<file path="config.mk">
export PLATFORM = sky130hd
export DESIGN_NAME = blkmap_alloc
export DESIGN_NICKNAME = d
export VERILOG_FILES = /design/src/rtl/blkmap_pkg.sv /design/src/rtl/blkmap_sizer.sv /design/src/rtl/blkmap_bits.sv /design/src/rtl/blkmap_alloc.sv
export SDC_FILE = /design/constraint.sdc
export NUM_CORES = 1
export LEC_CHECK = 0
export BUFFER_PORTS_ARGS = -buffer_cell sky130_fd_sc_hd__buf_2
export CORE_MARGIN = 8
export CORE_UTILIZATION = 35
export DETAILED_ROUTE_END_ITERATION = 8
export PLACE_DENSITY = 0.52
export RECOVER_POWER = 25
export SYNTH_ARGS = -nofsm -noshare
export SYNTH_HDL_FRONTEND = slang
export SYNTH_HIERARCHICAL = 1
export SYNTH_SLANG_ARGS = --single-unit
</file>
<file path="constraint.sdc">
create_clock -name clk -period 6.4 [get_ports clk]
set_input_delay 0.32 -clock clk [delete_from_list [all_inputs] [get_ports clk]]
set_output_delay 0.32 -clock clk [all_outputs]
set_load 0.01 [all_outputs]
</file>
<file path="src/rtl/blkmap_pkg.sv">
package blkmap_pkg;
  localparam int MEM_BYTES = 16384;
  localparam int WORD_BITS = 32;
  localparam logic [15:0] OOM_CODE = 16'd16384;

  typedef enum logic {OP_ALLOC = 1'b0, OP_FREE = 1'b1} op_e;
  typedef enum logic [1:0] {ST_IDLE, ST_SEARCH, ST_RESP} state_e;

  // n low-order ones; n saturates at a full word
  function automatic logic [31:0] ones_run(input logic [5:0] n);
    logic [32:0] t;
    t = (33'd1 << n) - 33'd1;
    return (n >= 6'd32) ? 32'hFFFF_FFFF : t[31:0];
  endfunction
endpackage

</file>
<file path="src/rtl/blkmap_sizer.sv">
module blkmap_sizer #(
  parameter int BLK_LOG = 8
) (
  input  logic [15:0] size,
  output logic        fits,
  output logic [5:0]  blocks,
  output logic [2:0]  stride_log
);
  localparam logic [16:0] ROUND = 17'((1 << BLK_LOG) - 1);

  logic [16:0] blocks_full;

  always_comb begin
    blocks_full = ({1'b0, size} + ROUND) >> BLK_LOG;
    fits        = (size != 16'd0) && (blocks_full <= 17'd32);
    blocks      = (blocks_full > 17'd32) ? 6'd32 : blocks_full[5:0];
    stride_log  = 3'd0;
    for (int i = 5; i >= 0; i--) begin
      if (blocks_full <= (17'd1 << i)) stride_log = 3'(i);
    end
  end
endmodule

</file>
<file path="src/rtl/blkmap_bits.sv">
module blkmap_bits #(
  parameter int MAP_WORDS = 2,
  parameter int WW = 1
) (
  input  logic          clk,
  input  logic          rst,
  input  logic          upd_en,
  input  logic          upd_set,
  input  logic [WW-1:0] upd_word,
  input  logic [31:0]   upd_mask,
  input  logic [WW-1:0] rd_word,
  output logic [31:0]   rd_data
);
  logic [31:0] map_q [MAP_WORDS];

  for (genvar g = 0; g < MAP_WORDS; g++) begin : g_word
    always_ff @(posedge clk) begin
      if (rst) begin
        map_q[g] <= '0;
      end else if (upd_en && (upd_word == WW'(g))) begin
        map_q[g] <= upd_set ? (map_q[g] | upd_mask) : (map_q[g] & ~upd_mask);
      end
    end
  end

  always_comb begin
    rd_data = '0;
    for (int i = 0; i < MAP_WORDS; i++) begin
      if (rd_word == WW'(i)) rd_data = map_q[i];
    end
  end
endmodule

</file>
<file path="src/rtl/blkmap_alloc.sv">
module blkmap_alloc
  import blkmap_pkg::*;
#(
  parameter int MAP_WORDS = 2
) (
  input  logic        clk,
  input  logic        rst,
  input  logic        req_valid,
  output logic        req_ready,
  input  logic        req_op,
  input  logic [15:0] req_size,
  input  logic [15:0] req_offset,
  output logic        rsp_valid,
  input  logic        rsp_ready,
  output logic [15:0] rsp_data
);
  localparam int BLK     = MEM_BYTES / (WORD_BITS * MAP_WORDS);
  localparam int BLK_LOG = $clog2(BLK);
  localparam int WW      = (MAP_WORDS > 1) ? $clog2(MAP_WORDS) : 1;
  localparam logic [WW-1:0] LAST_WORD = WW'(MAP_WORDS - 1);

  state_e        state_q;
  logic [WW-1:0] word_q;
  logic [5:0]    pos_q;
  logic [5:0]    blocks_q;
  logic [2:0]    slog_q;
  logic [15:0]   rsp_q;

  logic        sz_fits;
  logic [5:0]  sz_blocks;
  logic [2:0]  sz_slog;

  blkmap_sizer #(.BLK_LOG(BLK_LOG)) u_sizer (
    .size      (req_size),
    .fits      (sz_fits),
    .blocks    (sz_blocks),
    .stride_log(sz_slog)
  );

  logic          accept;
  logic [15:0]   free_blk;
  logic [10:0]   free_word;
  logic          free_in_range;
  logic [31:0]   free_mask;
  logic [31:0]   cand_mask;
  logic [31:0]   cur_bits;
  logic          hit;
  logic [5:0]    pos_nx;
  logic          upd_en;
  logic          upd_set;
  logic [WW-1:0] upd_word;
  logic [31:0]   upd_mask;
  logic [63:0]   free_wide;
  logic [63:0]   cand_wide;

  assign req_ready = (state_q == ST_IDLE);
  assign rsp_valid = (state_q == ST_RESP);
  assign rsp_data  = rsp_q;
  assign accept    = req_valid && req_ready;

  always_comb begin
    free_blk      = req_offset >> BLK_LOG;
    free_word     = free_blk[15:5];
    free_in_range = free_word < 11'(MAP_WORDS);
    free_wide     = {32'd0, ones_run(sz_blocks)} << free_blk[4:0];
    free_mask     = free_wide[31:0];
    cand_wide     = {32'd0, ones_run(blocks_q)} << pos_q[4:0];
    cand_mask     = cand_wide[31:0];
    hit           = (cur_bits & cand_mask) == 32'd0;
    pos_nx        = pos_q + (6'd1 << slog_q);
  end

  always_comb begin
    upd_en   = 1'b0;
    upd_set  = 1'b0;
    upd_word = word_q;
    upd_mask = cand_mask;
    if (state_q == ST_IDLE) begin
      upd_en   = accept && (req_op == OP_FREE) && free_in_range;
      upd_word = free_word[WW-1:0];
      upd_mask = free_mask;
    end else if (state_q == ST_SEARCH) begin
      upd_en  = hit;
      upd_set = 1'b1;
    end
  end

  blkmap_bits #(.MAP_WORDS(MAP_WORDS), .WW(WW)) u_bits (
    .clk     (clk),
    .rst     (rst),
    .upd_en  (upd_en),
    .upd_set (upd_set),
    .upd_word(upd_word),
    .upd_mask(upd_mask),
    .rd_word (word_q),
    .rd_data (cur_bits)
  );

  always_ff @(posedge clk) begin
    if (rst) begin
      state_q  <= ST_IDLE;
      word_q   <= '0;
      pos_q    <= '0;
      blocks_q <= '0;
      slog_q   <= '0;
      rsp_q    <= '0;
    end else begin
      unique case (state_q)
        ST_IDLE: if (accept) begin
          word_q   <= '0;
          pos_q    <= '0;
          blocks_q <= sz_blocks;
          slog_q   <= sz_slog;
          if (req_op == OP_FREE) begin
            rsp_q   <= req_offset;
            state_q <= ST_RESP;
          end else if (!sz_fits) begin
            rsp_q   <= OOM_CODE;
            state_q <= ST_RESP;
          end else begin
            state_q <= ST_SEARCH;
          end
        end
        ST_SEARCH: begin
          if (hit) begin
            rsp_q   <= 16'({word_q, pos_q[4:0]}) << BLK_LOG;
            state_q <= ST_RESP;
          end else if (pos_nx[5]) begin
            if (word_q == LAST_WORD) begin
              rsp_q   <= OOM_CODE;
              state_q <= ST_RESP;
            end else begin
              word_q <= word_q + 1'b1;
              pos_q  <= '0;
            end
          end else begin
            pos_q <= pos_nx;
          end
        end
        ST_RESP: if (rsp_ready) state_q <= ST_IDLE;
        default: state_q <= ST_IDLE;
      endcase
    end
  end
endmodule

</file>
==> results of run 1 <==
path summary, 6_finish.rpt:
kind / startpoint / endpoint / slack (ns) / cells past startpoint
setup / recovery: blocks_q[0] / u_bits/map_q[0][16] / 0.42 / 20
hold reg to reg: rsp_data[14] / rsp_data[14] / 0.49 / 2
setup reg to reg: blocks_q[0] / u_bits/map_q[0][16] / 0.42 / 20
hold / removal: req_offset[1] / rsp_data[1] / 0.16 / 2
cell usage in the layout, fill, tap and decap left out, types with 15 or more instances in the layout:
master / count
o22ai_1: 19
nor3_1: 40
a21oi_1: 121
nor4_1: 15
a31oi_1: 19
nand2_1: 193
o211ai_1: 25
buf_2: 37
o21ai_0: 77
o31ai_1: 30
nand2b_1: 81
nor2b_1: 17
buf_4: 43
dfxtp_1: 30
a21oi_2: 27
inv_1: 33
nand3_1: 56
mux2i_1: 51
clkbuf_1: 18
mux2_2: 48
edfxtp_1: 64
a211oi_1: 24
nor2_1: 118
where the power goes:
| group | switching, µW | internal, µW |
|---|---|---|
| registers | 15.3 | 692 |
| logic | 446 | 231 |
| clock network | 264 | 346 |
| total | 725 | 1270 |
through the flow:
stage / hold WS [ns] / worst slack, ns / instance area (µm²) / instances
2_1_floorplan: 0.4458 / 1.119 / 11950 / 1596
3_3_place_gp: 0.4624 / 0.6766 / 12540 / 2002
3_5_place_dp: 0.4678 / 0.6155 / 12540 / 2002
4_1_cts: 0.1573 / 0.5903 / 12860 / 2018
5_1_grt: 0.1646 / 0.1189 / 12840 / 2018
6_report: 0.1646 / 0.4186 / 12840 / 2018
Yosys cell counts (8+ instances only):
| cell type | count |
|---|---|
| nor3_1 | 40 |
| edfxtp_1 | 64 |
| nor2_1 | 119 |
| and2_1 | 14 |
| nand2b_1 | 81 |
| a21oi_2 | 27 |
| a211oi_1 | 24 |
| nand3_1 | 56 |
| o21ai_0 | 77 |
| a31oi_1 | 19 |
| o211ai_1 | 25 |
| buf_2 | 22 |
| mux2i_1 | 51 |
| nor3b_1 | 15 |
| and3_1 | 11 |
| a22oi_1 | 13 |
| nand2_1 | 193 |
| a211o_1 | 8 |
| mux2_2 | 48 |
| inv_1 | 32 |
| o221ai_1 | 10 |
| or2_2 | 12 |
| clkbuf_1 | 98 |
| or3_1 | 13 |
| a2111oi_0 | 8 |
| o32ai_1 | 10 |
| o31ai_1 | 31 |
| nor2b_1 | 17 |
| nand4_1 | 11 |
| dfxtp_1 | 33 |
| o22ai_1 | 19 |
| a21o_1 | 14 |
| buf_1 | 14 |
| a221oi_1 | 11 |
| nor4_1 | 15 |
| a32o_1 | 13 |
| a21oi_1 | 121 |
flip-flops by register name, summed over array words and instances (netlist names):
name / count
rsp_data: 16
word_q: 1
u_bits/map_q: 64
pos_q: 5
state_q: 2
blocks_q: 6
slog_q: 3
worst max-delay path: cells and delay by family, from the launching register on:
kind	cells	cell delay (ns)
and+or+nand+nor	9	2.53
AOI/OAI and AO/OA	5	1.43
buffers and inverters	4	0.95
muxes	1	0.32
DFF	1	0.31
adders and majority gates	1	0.28
layout make-up:
class / instances / share of cell area (%)
Timing Repair Buffer: 101 / 4.951
Inverter: 36 / 1.053
Clock buffer: 9 / 1.754
Multi-Input combinational cell: 1320 / 66.93
Clock inverter: 7 / 0.7991
Tap cell: 448 / 4.366
Sequential cell: 97 / 20.14
layer usage:
metal / track usage [%] / share of wire [%] / wire length [µm] / up-vias
li1: - / - / - / 6003
met1: 33.40 / 46 / 22230 / 6311
met2: 33.69 / 42 / 20550 / 718
met3: 5.148 / 9.5 / 4639 / 89
met4: 6.124 / 2.4 / 1191 / 0
met5: 0 / 0 / 0 / -
kinds of logic (layout without fill, tap and decap cells):
| family | count (synthesis) | after routing | share of synthesized area (%) |
|---|---|---|---|
| fa+ha+maj | 9 | 9 | 0.9846 |
| flops | 97 | 97 | 21.62 |
| compound gates | 553 | 553 | 33.21 |
| simple gates | 643 | 643 | 27.39 |
| mux | 103 | 103 | 9.364 |
| xor+xnor | 12 | 12 | 0.8799 |
| buf+inv | 179 | 153 | 6.547 |
==> results.md, run 1 <==
- Result of the run: finished, final reports clean
- Clk slew on worst S/H paths: 0.07 ns
- Pwr dens: about 160 mW/mm²
- Starting density of the core: 35.53%
- CP Max Fanout: 32
- Post-synthesis register bit count: 97
- CTS tree: done
- Synth warn: 6
- Final Core Density: between 30% and 40%
- Die height: 200.7 µm
- Postcts setup bufs: 0
- Leakage: 0.004337 µW
- Port bufs: 54
- CP Data Required Time: 6.61 ns
- RSZ-0062 raised after global routing: no
- Final setup violation count: 0
- Core area: 0.03362 mm²
- Post-DP HPWL: 36100 µm
- Post-synth EDFFs: 64
- MaxCap Viol Count: 0
- Period utilization: between 90 and 100%
- Slowest stage delay, CP: 0.65 ns
- Worst-case clock buffer depth: 2
- Clock Tree Root: clkbuf_16
- Layout area overhead: 7.479%
- IO Count: 55
- Multi-input logic area: about 0.0086 mm²
- Ant diodes: 0
- Worst slew margin: 5.878%
- VDD IR max: 0.1368 mV
- CTS H-tree lvls: 3
- CP Cell Sequence: or4_1 -> nor2_1 -> inv_1 -> ha_1 -> buf_4 -> nand2_1 -> nor2_1 -> nor4_2 -> clkbuf_1 -> mux2i_1 -> o22ai_1 -> o211ai_1 -> a22o_1 -> a2111o_1 -> or2_0 -> nor3_1 -> or2_1 -> or3b_2 -> buf_12 -> a21oi_1
- Hold Fails Final Rpt: 0
- Worst setup EP type: register
- Clock sink count: 97
- Final antenna-violating net count: 0
- Synthesized area per cell: ~7.5 µm²
- Cts repair resizes: 0
- Initial DRT Pass Iterations: 7
- Layout Skew: 0.01001 ns
- Register area: 0.002586 mm²
- Area leader, netlist: edfxtp_1
- Cells after Synth: 1596
- Min-Delay Path Class: in -> reg
- Die area: just over 0.04 mm²
- Sequential fraction of the synthesis area: a little over a fifth
- Routability-driven placement congestion ratio: between 1 and 1.5
- Crit Path Class: reg -> reg
- Number of global-route vias before repair: 12.05k
- First-pass GRT wire length: about 74000 µm
- GR Util All Layers: 23.04%
- Die width: 200.7 µm
- Fin. max-slew vios: 0
- Synthesized area: approximately 0.012 mm²
- Pin count of the biggest net entering global routing: 57
- Syn nets: 1641
- Area contributors post-synth: edfxtp_1 16%, nand2_1 6.1%, dfxtp_1 5.5%, a21oi_1 5.1%, mux2_2 4.5%
- Startpoint Class: register
- Vias/cell: around 6.5
- Std-Cell Rows: 67
- Final #Nets: 1610
- Overflow after GRT: 0
- TritonCTS Buffers: 9
- Area share of the largest cell type after synthesis: between 10% and 20%
- Avg WL per Cell: 24.09 µm
- Ratio of cells with drive above 1 in the final layout: 15.03%
- 1st-iter DRT viols: 1718
- Routed via count: 13.12k
- Power consumption: 1994 µW
- Netlist cell types: 112
- Hold buffer count at cts: 0
- # fillers: 3486
- Arr. time, crit path: around 6.2 ns
- Primary FF master, synth: edfxtp_1
- Initial antenna violation count: 0
- Fmax: 167.2 MHz
- Fin crit period: 5.981 ns
- Slowest CP cell: or4_1
- Worst-Margin Slew: ~1.4 ns
- CP dominant cell by count: nor2_1
- Async S/R FF share, synth: 0%
- Worst-Skew Late Latency: 0.37 ns
- Aggregate routed wire length: approximately 50000 µm
- Post-route DRC: 0
- Total negative slack: 0 ns
Note: power is estimated with default switching activity, not from simulation.
==> run 2: changes to the inputs <==
- CORE_UTILIZATION: 35 -> 65
- CTS_BUF_LIST: not set -> sky130_fd_sc_hd__clkbuf_2
- PLACE_DENSITY: 0.52 -> 0.86
==> run 2 against run 1 <==
The flow now finishes with violations (DRC, capacitance limit, slew limit). Clock skew is 0.037 ns higher. Register-to-register slack worse by 0.17 ns. Critical path type unchanged. Largest power group unchanged. Clock-buffer cell count stayed put. Flip-flop and latch count stayed put.
==> results.md, run 2 (synthesized netlist as in run 1, its figures left out) <==
- Arr. time, crit path: between 6 and 7 ns
- Port bufs: 54
- Min-Delay Path Class: in -> reg
- Fin crit period: 6.150 ns
- Clock Tree Root: clkbuf_2
- First-pass GRT wire length: 70230 µm
- Clock sink count: 97
- Worst slew margin: -0.9707%
- Final setup violation count: 0
- Total negative slack: 0 ns
- Overflow after GRT: 0
- Final #Nets: 1619
- Ratio of cells with drive above 1 in the final layout: 14.50%
- Starting density of the core: 66.27%
- Pin count of the biggest net entering global routing: 56
- VDD IR max: 0.1442 mV
- Multi-input logic area: 0.008587 mm²
- Avg WL per Cell: 25.21 µm
- # fillers: 1534
- Die area: 0.02297 mm²
- Vias/cell: roughly 7.6
- Worst setup EP type: register
- TritonCTS Buffers: 9
- Post-route DRC: 7
- Startpoint Class: register
- Clk slew on worst S/H paths: 0.33 ns
- Most flop-heavy register: u_bits/map_q
- Die width: 151.6 µm
- Routability-driven placement congestion ratio: 1.061
- Std-Cell Rows: 49
- CP Max Fanout: 32
- Pwr dens: 137.4 mW/mm²
- Core area: 0.01802 mm²
- Hold Fails Final Rpt: 0
- Power consumption: 1708 µW
- Most frequent cells in the layout: 193 x nand2_1, 121 x a21oi_1, 119 x nor2_1
- Worst-Margin Slew: around 1.5 ns
- Crit Path Class: reg -> reg
- 1st-iter DRT viols: 2208
- MaxCap Viol Count: 1
- Layout area overhead: 4.043%
- Worst-Skew Late Latency: ~0.66 ns
- Leakage: 0.004275 µW
- Die height: 151.6 µm
- Fin. max-slew vios: 26
- Layout Skew: 0.04706 ns
- Initial antenna violation count: 1
- CTS tree: done
- Result of the run: finished, violations left
- Period utilization: a little over nine tenths
- Final antenna-violating net count: 0
- Number of flip-flops under the largest register name: 64
- Commonest non-fill, non-tap cell in the layout: nand2_1
- GR Util All Layers: 38.72%
- Failing checks: DRC, capacitance limit, slew limit
- IO Count: 55
- Routed via count: 13.79k
- Number of global-route vias before repair: 12.64k
- CP Data Required Time: 6.91 ns
- Worst-case clock buffer depth: 2
- Initial DRT Pass Iterations: 9
- Post-DP HPWL: 33320 µm
- CTS H-tree lvls: 3
- Register area: roughly 0.0026 mm²
- Aggregate routed wire length: 45600 µm
- Fmax: 162.6 MHz
- RSZ-0062 raised after global routing: no
run 2: critical path, cell delays in order (launching register included):
cell and delay, ns:
dfxtp_1 0.39, or4_1 0.65, nor2_1 0.24, inv_2 0.10, ha_1 0.26, buf_4 0.21
and2_1 0.19, or4_1 0.63, a211oi_1 0.32, o221ai_1 0.25, nor3b_1 0.25, a2111o_1 0.39
a2111o_1 0.40, or2_0 0.26, nor3_1 0.25, or2_1 0.22, or3b_2 0.45, buf_4 0.31
a21oi_2 0.21
run 2: layout make-up:
| type | count | area share [%] |
|---|---|---|
| clock inverters | 7 | 0.6544 |
| multi-input cells | 1320 | 69.09 |
| inverters | 36 | 1.087 |
| flip-flops and latches | 97 | 20.79 |
| diodes | 1 | 0.02013 |
| clock buffers | 9 | 0.3624 |
| well taps | 229 | 2.305 |
| repair buffers | 110 | 5.688 |
run 2: path summary, 6_finish.rpt:
check / startpoint / end / slack, ns / cells past startpoint
max: blocks_q[0] / u_bits/map_q[0][2] / 0.25 / 18
min: rsp_ready / state_q[1] / 0.05 / 4
max reg2reg: blocks_q[0] / u_bits/map_q[0][2] / 0.25 / 18
min reg2reg: rsp_data[14] / rsp_data[14] / 0.51 / 2
run 2: report_power, final:
part	total, µW	internal [µW]	switching [µW]
clock	326	67.2	259
combinational	672	230	441
sequential	711	693	17.8
total	1710	991	717
run 2: through the flow:
stage               hold WS [ns]  utilization (%)  instance area [µm²]  worst slack (ns)  instances
floorplan                 0.4458                -                11950             1.119       1596
detailed placement        0.4787            67.86                12230            0.5016       1782
finish                   0.05013            68.95                12430            0.2497       1809
global route             0.06188            68.95                12430           0.03969       1809
CTS                      0.04032            69.12                12460            0.4127       1808
global placement          0.4712            67.86                12230            0.6116       1782
run 2: repair_timing:
| action | in CTS | in global routing |
|---|---|---|
| setup buffers | 0 | 0 |
| hold endpoints to repair | 10 | 0 |
| hold buffers | 10 | 0 |
| setup endpoints to repair | 0 | 22 |
| gates resized for setup | 0 | 1 |
run 2: layer usage:
layer  wire length [µm]  part of all wire, %  vias to the layer above  GRT usage [%]
met5                  0                    0                        -              0
met4               2824                  6.2                        0          20.63
met3               6109                   13                      275          10.81
met2              19350                   42                     1165          57.98
met1              17310                   38                     6320          49.85
li1                   -                    -                     6028              -
